===== config.mk =====
export PLATFORM = sky130hd
export DESIGN_NAME = hostforce_ctrl
export DESIGN_NICKNAME = d
export VERILOG_FILES = /design/src/rtl/hostforce_pkg.sv /design/src/rtl/hostforce_cfg.sv /design/src/rtl/hostforce_role.sv /design/src/rtl/hostforce_speed.sv /design/src/rtl/hostforce_ctrl.sv
export SDC_FILE = /design/constraint.sdc
export NUM_CORES = 1
export LEC_CHECK = 0
export ABC_AREA = 1
export BUFFER_PORTS_ARGS = -buffer_cell sky130_fd_sc_hd__buf_4
export CAP_MARGIN = 0
export CORE_AREA = 2 2 39 41
export DETAILED_ROUTE_END_ITERATION = 8
export DIE_AREA = 0 0 41 43
export HOLD_SLACK_MARGIN = 0.06
export PLACE_DENSITY = 0.55
export SYNTH_ARGS = -nofsm -noshare
export SYNTH_HDL_FRONTEND = slang
export SYNTH_HIERARCHICAL = 1
export SYNTH_SLANG_ARGS = --single-unit

===== constraint.sdc =====
create_clock -name clk_i -period 0.9 [get_ports clk_i]
set_clock_uncertainty 0.1 [all_clocks]
set_input_delay 0.135 -clock clk_i [delete_from_list [all_inputs] [get_ports clk_i]]
set_output_delay 0.135 -clock clk_i [all_outputs]
set_load 0.01 [all_outputs]

===== src/rtl/hostforce_pkg.sv =====
package hostforce_pkg;

    typedef struct packed {
        logic host;
        logic hs;
        logic fs;
    } force_cfg_t;

    typedef enum logic [0:0] {
        ROLE_PERIPH = 1'b0,
        ROLE_HOST   = 1'b1
    } role_e;

    typedef struct packed {
        role_e role;
        logic  sess_seen;
    } role_st_t;

endpackage


===== src/rtl/hostforce_cfg.sv =====
module hostforce_cfg
    import hostforce_pkg::*;
(
    input  logic       clk_i,
    input  logic       rst_ni,
    input  logic       wr_en_i,
    input  logic       wr_host_i,
    input  logic       wr_hs_i,
    input  logic       wr_fs_i,
    output force_cfg_t cfg_o
);

    force_cfg_t cfg_d, cfg_q;

    always_comb begin
        cfg_d = cfg_q;
        if (wr_en_i) begin
            cfg_d.host = wr_host_i;
            cfg_d.hs   = wr_hs_i;
            cfg_d.fs   = wr_fs_i;
        end
    end

    always_ff @(posedge clk_i or negedge rst_ni) begin
        if (!rst_ni) cfg_q <= '0;
        else         cfg_q <= cfg_d;
    end

    assign cfg_o = cfg_q;

endmodule


===== src/rtl/hostforce_role.sv =====
module hostforce_role
    import hostforce_pkg::*;
(
    input  logic clk_i,
    input  logic rst_ni,
    input  logic sess_i,
    input  logic force_host_i,
    output logic host_o,
    output logic enter_o
);

    role_st_t st_d, st_q;
    logic     enter;
    logic     sess_start;

    always_comb begin
        st_d           = st_q;
        enter          = 1'b0;
        sess_start     = sess_i && !st_q.sess_seen;
        st_d.sess_seen = sess_i;
        unique case (st_q.role)
            ROLE_PERIPH: begin
                if (sess_start && force_host_i) begin
                    st_d.role = ROLE_HOST;
                    enter     = 1'b1;
                end
            end
            ROLE_HOST: begin
                if (!sess_i) st_d.role = ROLE_PERIPH;
            end
            default: st_d.role = ROLE_PERIPH;
        endcase
    end

    always_ff @(posedge clk_i or negedge rst_ni) begin
        if (!rst_ni) begin
            st_q.role      <= ROLE_PERIPH;
            st_q.sess_seen <= 1'b0;
        end else begin
            st_q <= st_d;
        end
    end

    assign host_o  = (st_q.role == ROLE_HOST);
    assign enter_o = enter;

endmodule


===== src/rtl/hostforce_speed.sv =====
module hostforce_speed #(
    parameter int SPD_W = 2
) (
    input  logic             clk_i,
    input  logic             rst_ni,
    input  logic             load_rst_i,
    input  logic             load_enter_i,
    input  logic             hs_i,
    input  logic             fs_i,
    input  logic [SPD_W-1:0] dflt_i,
    output logic [SPD_W-1:0] speed_o
);

    localparam logic [SPD_W-1:0] CODE_FS = '0;
    localparam logic [SPD_W-1:0] CODE_HS = {{(SPD_W-1){1'b0}}, 1'b1};

    typedef struct packed {
        logic [SPD_W-1:0] code;
    } spd_st_t;

    spd_st_t          spd_d, spd_q;
    logic [SPD_W-1:0] pick;

    always_comb begin
        if (hs_i)      pick = CODE_HS;
        else if (fs_i) pick = CODE_FS;
        else           pick = dflt_i;
        spd_d = spd_q;
        if (load_rst_i || load_enter_i) spd_d.code = pick;
    end

    always_ff @(posedge clk_i or negedge rst_ni) begin
        if (!rst_ni) spd_q.code <= CODE_FS;
        else         spd_q      <= spd_d;
    end

    assign speed_o = spd_q.code;

endmodule


===== src/rtl/hostforce_ctrl.sv =====
module hostforce_ctrl
    import hostforce_pkg::*;
#(
    parameter int SPD_W = 2
) (
    input  logic             clk_i,
    input  logic             rst_ni,
    input  logic             wr_en_i,
    input  logic             wr_host_i,
    input  logic             wr_hs_i,
    input  logic             wr_fs_i,
    input  logic             sess_i,
    input  logic             dev_conn_i,
    input  logic             bus_rst_i,
    input  logic [SPD_W-1:0] dflt_speed_i,
    output logic             host_mode_o,
    output logic [SPD_W-1:0] op_speed_o
);

    force_cfg_t cfg;
    logic       force_host_q, force_hs_q, force_fs_q;
    logic       role_enter;

    hostforce_cfg u_cfg (
        .clk_i     (clk_i),
        .rst_ni    (rst_ni),
        .wr_en_i   (wr_en_i),
        .wr_host_i (wr_host_i),
        .wr_hs_i   (wr_hs_i),
        .wr_fs_i   (wr_fs_i),
        .cfg_o     (cfg)
    );

    assign force_host_q = cfg.host;
    assign force_hs_q   = cfg.hs;
    assign force_fs_q   = cfg.fs;

    hostforce_role u_role (
        .clk_i        (clk_i),
        .rst_ni       (rst_ni),
        .sess_i       (sess_i),
        .force_host_i (force_host_q),
        .host_o       (host_mode_o),
        .enter_o      (role_enter)
    );

    hostforce_speed #(.SPD_W(SPD_W)) u_speed (
        .clk_i        (clk_i),
        .rst_ni       (rst_ni),
        .load_rst_i   (bus_rst_i),
        .load_enter_i (role_enter),
        .hs_i         (force_hs_q),
        .fs_i         (force_fs_q),
        .dflt_i       (dflt_speed_i),
        .speed_o      (op_speed_o)
    );

endmodule


==> flow_summary.json, run 1 <==
{
  "relSlewSlack": 0.891,
  "die_height_um": 43,
  "drt_iter0_markers": 0,
  "swShare": 0.238,
  "grt_max_degree": 8,
  "power_per_cell_area_mw_per_mm2": 1490,
  "synth_area_leaders": "dfrtp_1, nand2_1, inv_1",
  "grt_pass1_vias": 277,
  "clock_latency_ns": 0.24,
  "seq_area_sq_um": 175,
  "synth_ff_type": "dfrtp_1",
  "pwr-share-seq": 0.439,
  "area_growth_pct": 82.2,
  "p_leak_nw": 0.331,
  "setup_ws_ns": -0.194,
  "synthTopCellsByCount": "nand2_1, dfrtp_1, inv_1, inv_2, nor2_1",
  "core_area_sq_mm": 0.00138,
  "period_needed_ns": 1.09,
  "portBuffers": 12,
  "grtUsageTotal": 0.0891,
  "fin_total_pwr_mw": 0.823,
  "syn-cell-area_sq_um": 303,
  "cts.sinks": 7,
  "violations": "setup timing",
  "wl_met1_um": 260,
  "internal_power_mw": 0.627,
  "root_buffer": "clkbuf_4",
  "async_flop_share": 1.00,
  "antenna_found_initial": 0,
  "yosysSeqAreaShare": 0.579,
  "cts_buffer_depth": 2,
  "tightest_slew_ns": 0.163,
  "initial_core_util": 0.219,
  "multiInputGateArea_sq_um": 98.8,
  "yosys_warnings": 6,
  "first_pass_iters": 1,
  "critPathBufInv": 2,
  "report.final.slew_viol_count": 0,
  "holdWs_ns": 0.0758,
  "min_path_type": "in2reg",
  "pre_cts_ws_ns": -0.137,
  "synth_most_common_cell": "nand2_1",
  "slowest_stage": "dfrtp_1",
  "clk_pin_slew_ns": 0.05,
  "endpoint_kind": "primary output",
  "period_share": 1.22,
  "syn-num-nets": 51,
  "via_per_inst": 3.68,
  "num_rows": 14,
  "post_drt_wl_per_cell_um": 7.12,
  "cp_top_family": "flip-flops",
  "design_area_sq_um": 552,
  "vdd_drop_max_mv": 0.803,
  "critical_path_arrival_ns": 0.86,
  "fmax_mhz": 914,
  "syn_inst": 40,
  "drc": 0,
  "status": "complete, but fails checks",
  "path_cells": "buf_6, buf_6",
  "required_ns": 0.66,
  "tritoncts": "done",
  "cpPeakStageDelay_ns": 0.39,
  "cpMostUsedCell": "buf_6",
  "routabilityCongestion": 0.633,
  "synth_edf_count": 0,
  "numCtsBuffers": 3,
  "critPathMaxFanout": 2,
  "dr_wl_met3_um": 37,
  "die_w_um": 41,
  "antenna_left": 0,
  "synth_cell_type_count": 7,
  "route.met2.wl_um": 286,
  "antennaDiodeCount": 0,
  "setup_viol": 6,
  "die_area_sq_mm": 0.00176,
  "h-tree-depth": 1,
  "worstSetupPathType": "reg2out",
  "p_sw_mw": 0.196,
  "synth_top_area_frac": 0.579,
  "nNetsFinal": 78,
  "pwr-share-clk": 0.341,
  "wl_um": 584,
  "topRoutingLayerUsed": "met3",
  "drv_cap": 0,
  "timing_hold_violations_final": 0,
  "overflow": 0,
  "cp-start-kind": "register",
  "fin_tns_setup_ns": -0.688,
  "dpl_cell_area_sq_um": 435,
  "boundaryPins": 14,
  "num_vias": 302,
  "syn_area_per_cell_sq_um": 7.57,
  "drive_above_1_share": 0.364,
  "grt_setup_unrepaired": "yes",
  "combPwrFrac": 0.220,
  "synth_largest_area_cell": "dfrtp_1",
  "synth_seq_cells": 7,
  "grt_pass1_wl_um": 993,
  "fill_cells": 143
}
## through the flow
stage                     utilization  instances
after detailed placement        0.315         71
after global placement          0.315         71
after floorplan                     -         40
after CTS                       0.393         82
final                           0.399         82
after global routing            0.399         82
## worst min-delay path: cells and delay by family
kind / cells / cell delay [ns]
and+or+nand+nor: 4 / 0.18
buffers and inverters: 1 / 0.07
## registers in the layout, indices dropped and copies added, names as in the netlist
register         cells
u_role/host_o        1
u_cfg/cfg_o          3
u_role/st_q          1
u_speed/speed_o      2
## power by group through the flow
stage                     Combinational (mW)  Sequential (mW)  Clock [mW]
after CTS                              0.174            0.362       0.293
after floorplan                       0.0457            0.370           0
after global routing                   0.203            0.365       0.319
after global placement                 0.134            0.364           0
after detailed placement               0.136            0.364           0
final                                  0.181            0.361       0.281
## worst paths after layout
check	start	depth (start not counted)	end	slack [ns]
hold reg to reg	u_cfg/cfg_o[1]	2	u_cfg/cfg_o[1]	0.37
min in group asynchronous	rst_ni	2	u_cfg/cfg_o[0]	0.13
max in group asynchronous	rst_ni	2	u_role/st_q[0]	0.45
hold / removal	dflt_speed_i[0]	5	u_speed/speed_o[0]	0.08
setup / recovery	u_role/host_o	2	host_mode_o	-0.19
setup reg to reg	u_role/host_o	8	u_speed/speed_o[0]	-0.16
## cells in the final DEF (no fill, tap or decap), drive strengths merged
master and instances:
buf 16, dfrtp 7, nand3 1, dlymetal6s4s 1, clkbuf 4, inv 9
nand2 21, nor2 2, dlygate4sd3 5
## per-layer routing
metal | vias to the layer above | track usage
li1 | 165 | -
met1 | 128 | 0.102
met3 | 0 | 0.0314
met2 | 9 | 0.122
met5 | - | 0
met4 | 0 | 0.0800
## timing repair
item,CTS,global route
hold buffers,6,0
resized for setup,4,3
buffers inserted,1,2
pin swaps,0,3
endpoints found under the hold margin,12,0
endpoints found under the setup margin,5,9
## final cells by class
type,count,share of cell area
Inverter,9,0.0612
Timing Repair Buffer,22,0.358
Sequential cell,7,0.317
Tap cell,16,0.0363
Multi-Input combinational cell,24,0.179
Clock buffer,4,0.0476
## logic make-up after synthesis
logic type	Yosys count	synth area share
simple gates	24	0.310
flops	7	0.579
buf+inv	9	0.112
Note: power is estimated with default switching activity, not from simulation.
==> run 2, diff against run 1 <==
--- a/config.mk
+++ b/config.mk
@@ -5,14 +5,14 @@
 export SDC_FILE = /design/constraint.sdc
 export NUM_CORES = 1
 export LEC_CHECK = 0
-export ABC_AREA = 1
-export BUFFER_PORTS_ARGS = -buffer_cell sky130_fd_sc_hd__buf_4
+export ABC_AREA = 0
 export CAP_MARGIN = 0
 export CORE_AREA = 2 2 39 41
 export DETAILED_ROUTE_END_ITERATION = 8
 export DIE_AREA = 0 0 41 43
+export DONT_BUFFER_PORTS = 1
 export HOLD_SLACK_MARGIN = 0.06
-export PLACE_DENSITY = 0.55
+export PLACE_DENSITY = 0.44
 export SYNTH_ARGS = -nofsm -noshare
 export SYNTH_HDL_FRONTEND = slang
 export SYNTH_HIERARCHICAL = 1
==> flow_summary.json, run 2 <==
{
  "root_buffer": "clkbuf_4",
  "antenna_left": 0,
  "slowest_stage": "dfrtp_1",
  "cpPeakStageDelay_ns": 0.37,
  "report.final.slew_viol_count": 0,
  "grt_pass1_wl_um": 917,
  "final_cell_mix": "dfrtp_1, dlygate4sd3_1, clkbuf_4, buf_6, buf_4",
  "min_path_type": "in2reg",
  "largest_register_ffs": 3,
  "synthTopCellsByCount": "dfrtp_1, mux2_2",
  "syn-num-nets": 30,
  "synth_largest_area_cell": "dfrtp_1",
  "relSlewSlack": 0.784,
  "drc": 0,
  "status": "complete, but fails checks",
  "clock_latency_ns": 0.24,
  "grt_pass1_vias": 229,
  "cp-start-kind": "register",
  "area_growth_pct": 58.0,
  "whs_endpoint": "u_cfg/cfg_o[0]",
  "p_leak_nw": 0.202,
  "synth_edf_count": 0,
  "drv_cap": 0,
  "tightest_slew_ns": 0.323,
  "holdWs_ns": -0.0548,
  "num_vias": 210,
  "instances_no_fill": 50,
  "nNetsFinal": 46,
  "hold_buffers": 5,
  "clk_pin_slew_ns": 0.05,
  "boundaryPins": 14,
  "num_rows": 14,
  "yosys_warnings": 6,
  "post-place-cells": 39,
  "violations": "hold timing, setup timing",
  "numCtsBuffers": 3,
  "drt_iter0_markers": 0,
  "post_drt_wl_per_cell_um": 11.6,
  "dpl_cell_area_sq_um": 337,
  "die_height_um": 43,
  "core_area_sq_mm": 0.00138,
  "worstSetupPathType": "reg2reg",
  "setup_viol": 7,
  "cts_buffer_depth": 2,
  "synth_most_common_cell": "dfrtp_1",
  "routabilityCongestion": 0.645,
  "critPathBufInv": 0,
  "required_ns": 0.93,
  "tritoncts": "done",
  "vdd_drop_max_mv": 0.801,
  "fmax_mhz": 729,
  "setup_ws_ns": -0.471,
  "grt_max_degree": 8,
  "wl_um": 579,
  "timing_hold_violations_final": 3,
  "antenna_found_initial": 0,
  "synth_cell_type_count": 10,
  "syn_inst": 19,
  "power_per_cell_area_mw_per_mm2": 1740,
  "syn-cell-area_sq_um": 283,
  "hold_start": "wr_en_i",
  "period_needed_ns": 1.37,
  "critical_path_arrival_ns": 1.40,
  "holdPathStages": 1,
  "endpoint_kind": "register",
  "final_common_cell": "dfrtp_1",
  "async_flop_share": 1.00,
  "overflow": 0,
  "antennaDiodeCount": 0,
  "via_per_inst": 4.20,
  "synth_top_area_frac": 0.619,
  "die_area_sq_mm": 0.00176,
  "cp_top_family": "simple AND/OR/NAND/NOR gates",
  "period_share": 1.52,
  "grt_setup_unrepaired": "yes",
  "syn_area_per_cell_sq_um": 14.9,
  "worstReg2RegEnd": "u_speed/speed_o[0]",
  "synth_seq_cells": 7,
  "synth_ff_type": "dfrtp_1",
  "cts.sinks": 7,
  "synth_area_leaders": "dfrtp_1, mux2_2, nor2b_4",
  "first_pass_iters": 1,
  "design_area_sq_um": 447,
  "portBuffers": 0,
  "drive_above_1_share": 0.471,
  "yosysSeqAreaShare": 0.619,
  "r2r_slack_ns": -0.47,
  "rr_startpoint": "u_cfg/cfg_o[2]",
  "reg2regPathDepth": 4,
  "critPathMaxFanout": 2,
  "die_w_um": 41,
  "h-tree-depth": 1,
  "path_cells": "nor2b_4, and3b_2, or3_1, o31a_1",
  "initial_core_util": 0.204,
  "grtUsageTotal": 0.0890
}
## run 2: cell count changes after synthesis, sizes merged, moves of 2 or more
cell and change:
mux2 +4, nand2 -21, nor2b +2, inv -9
## run 2: cells by family (layout without fill, tap and decap cells)
family          Yosys count  count (layout)  share of synthesized area
flops                     7               7                      0.619
simple gates              6               6                      0.164
mux                       4               4                      0.159
compound gates            2               2                     0.0575
buf+inv                   0              15                          0
## run 2: worst max-delay path by stage
stage	from	end	slack (ns)	cells past startpoint
after global placement	u_cfg/cfg_o[2]	u_speed/speed_o[1]	-0.46	4
after detailed placement	u_cfg/cfg_o[2]	u_speed/speed_o[1]	-0.48	4
final	u_cfg/cfg_o[2]	u_speed/speed_o[0]	-0.47	4
after floorplan	u_cfg/cfg_o[2]	u_speed/speed_o[0]	-0.40	4
after global routing	u_cfg/cfg_o[2]	u_speed/speed_o[0]	-0.51	4
after CTS	u_cfg/cfg_o[2]	u_speed/speed_o[0]	-0.48	4
## run 2: final cells by class
class / instances / area (sq um)
flip-flops and latches: 7 / 175
clock buffers: 4 / 26.3
fillers: 150 / 937
multi-input cells: 12 / 119
well taps: 16 / 20.0
repair buffers: 11 / 106
## run 2: repair_timing
item | 4_1_cts | 5_1_grt
pin swaps | 1 | 0
buffers inserted | 3 | 0
endpoints found under the hold margin | 14 | 5
resized for setup | 6 | 0
setup endpoints to repair | 7 | 8
## run 2: layer usage
metal | part of all wire | GRT usage
met3 | 0.067 | 0.0628
met4 | 0.014 | 0.0800
met2 | 0.53 | 0.125
met1 | 0.39 | 0.0789
met5 | 0 | 0
## run 2: metrics by stage
step	power, mW	setup WS [ns]	utilization	hold WS (ns)	setup TNS, ns
after floorplan	0.422	-0.400	-	-0.261	-0.796
after global placement	0.458	-0.459	0.243	-0.260	-0.975
after detailed placement	0.460	-0.485	0.243	-0.260	-1.02
after CTS	0.799	-0.485	0.323	-0.0652	-1.39
after global routing	0.827	-0.513	0.323	-0.0693	-1.60
final	0.778	-0.471	0.323	-0.0548	-1.31
## run 2: power by group
group	internal (mW)	total, mW	leakage (nW)	switching, mW
combinational	0.0964	0.137	0.103	0.0402
clock	0.169	0.275	0.0150	0.107
sequential	0.346	0.366	0.0840	0.0203
total	0.611	0.778	0.202	0.167
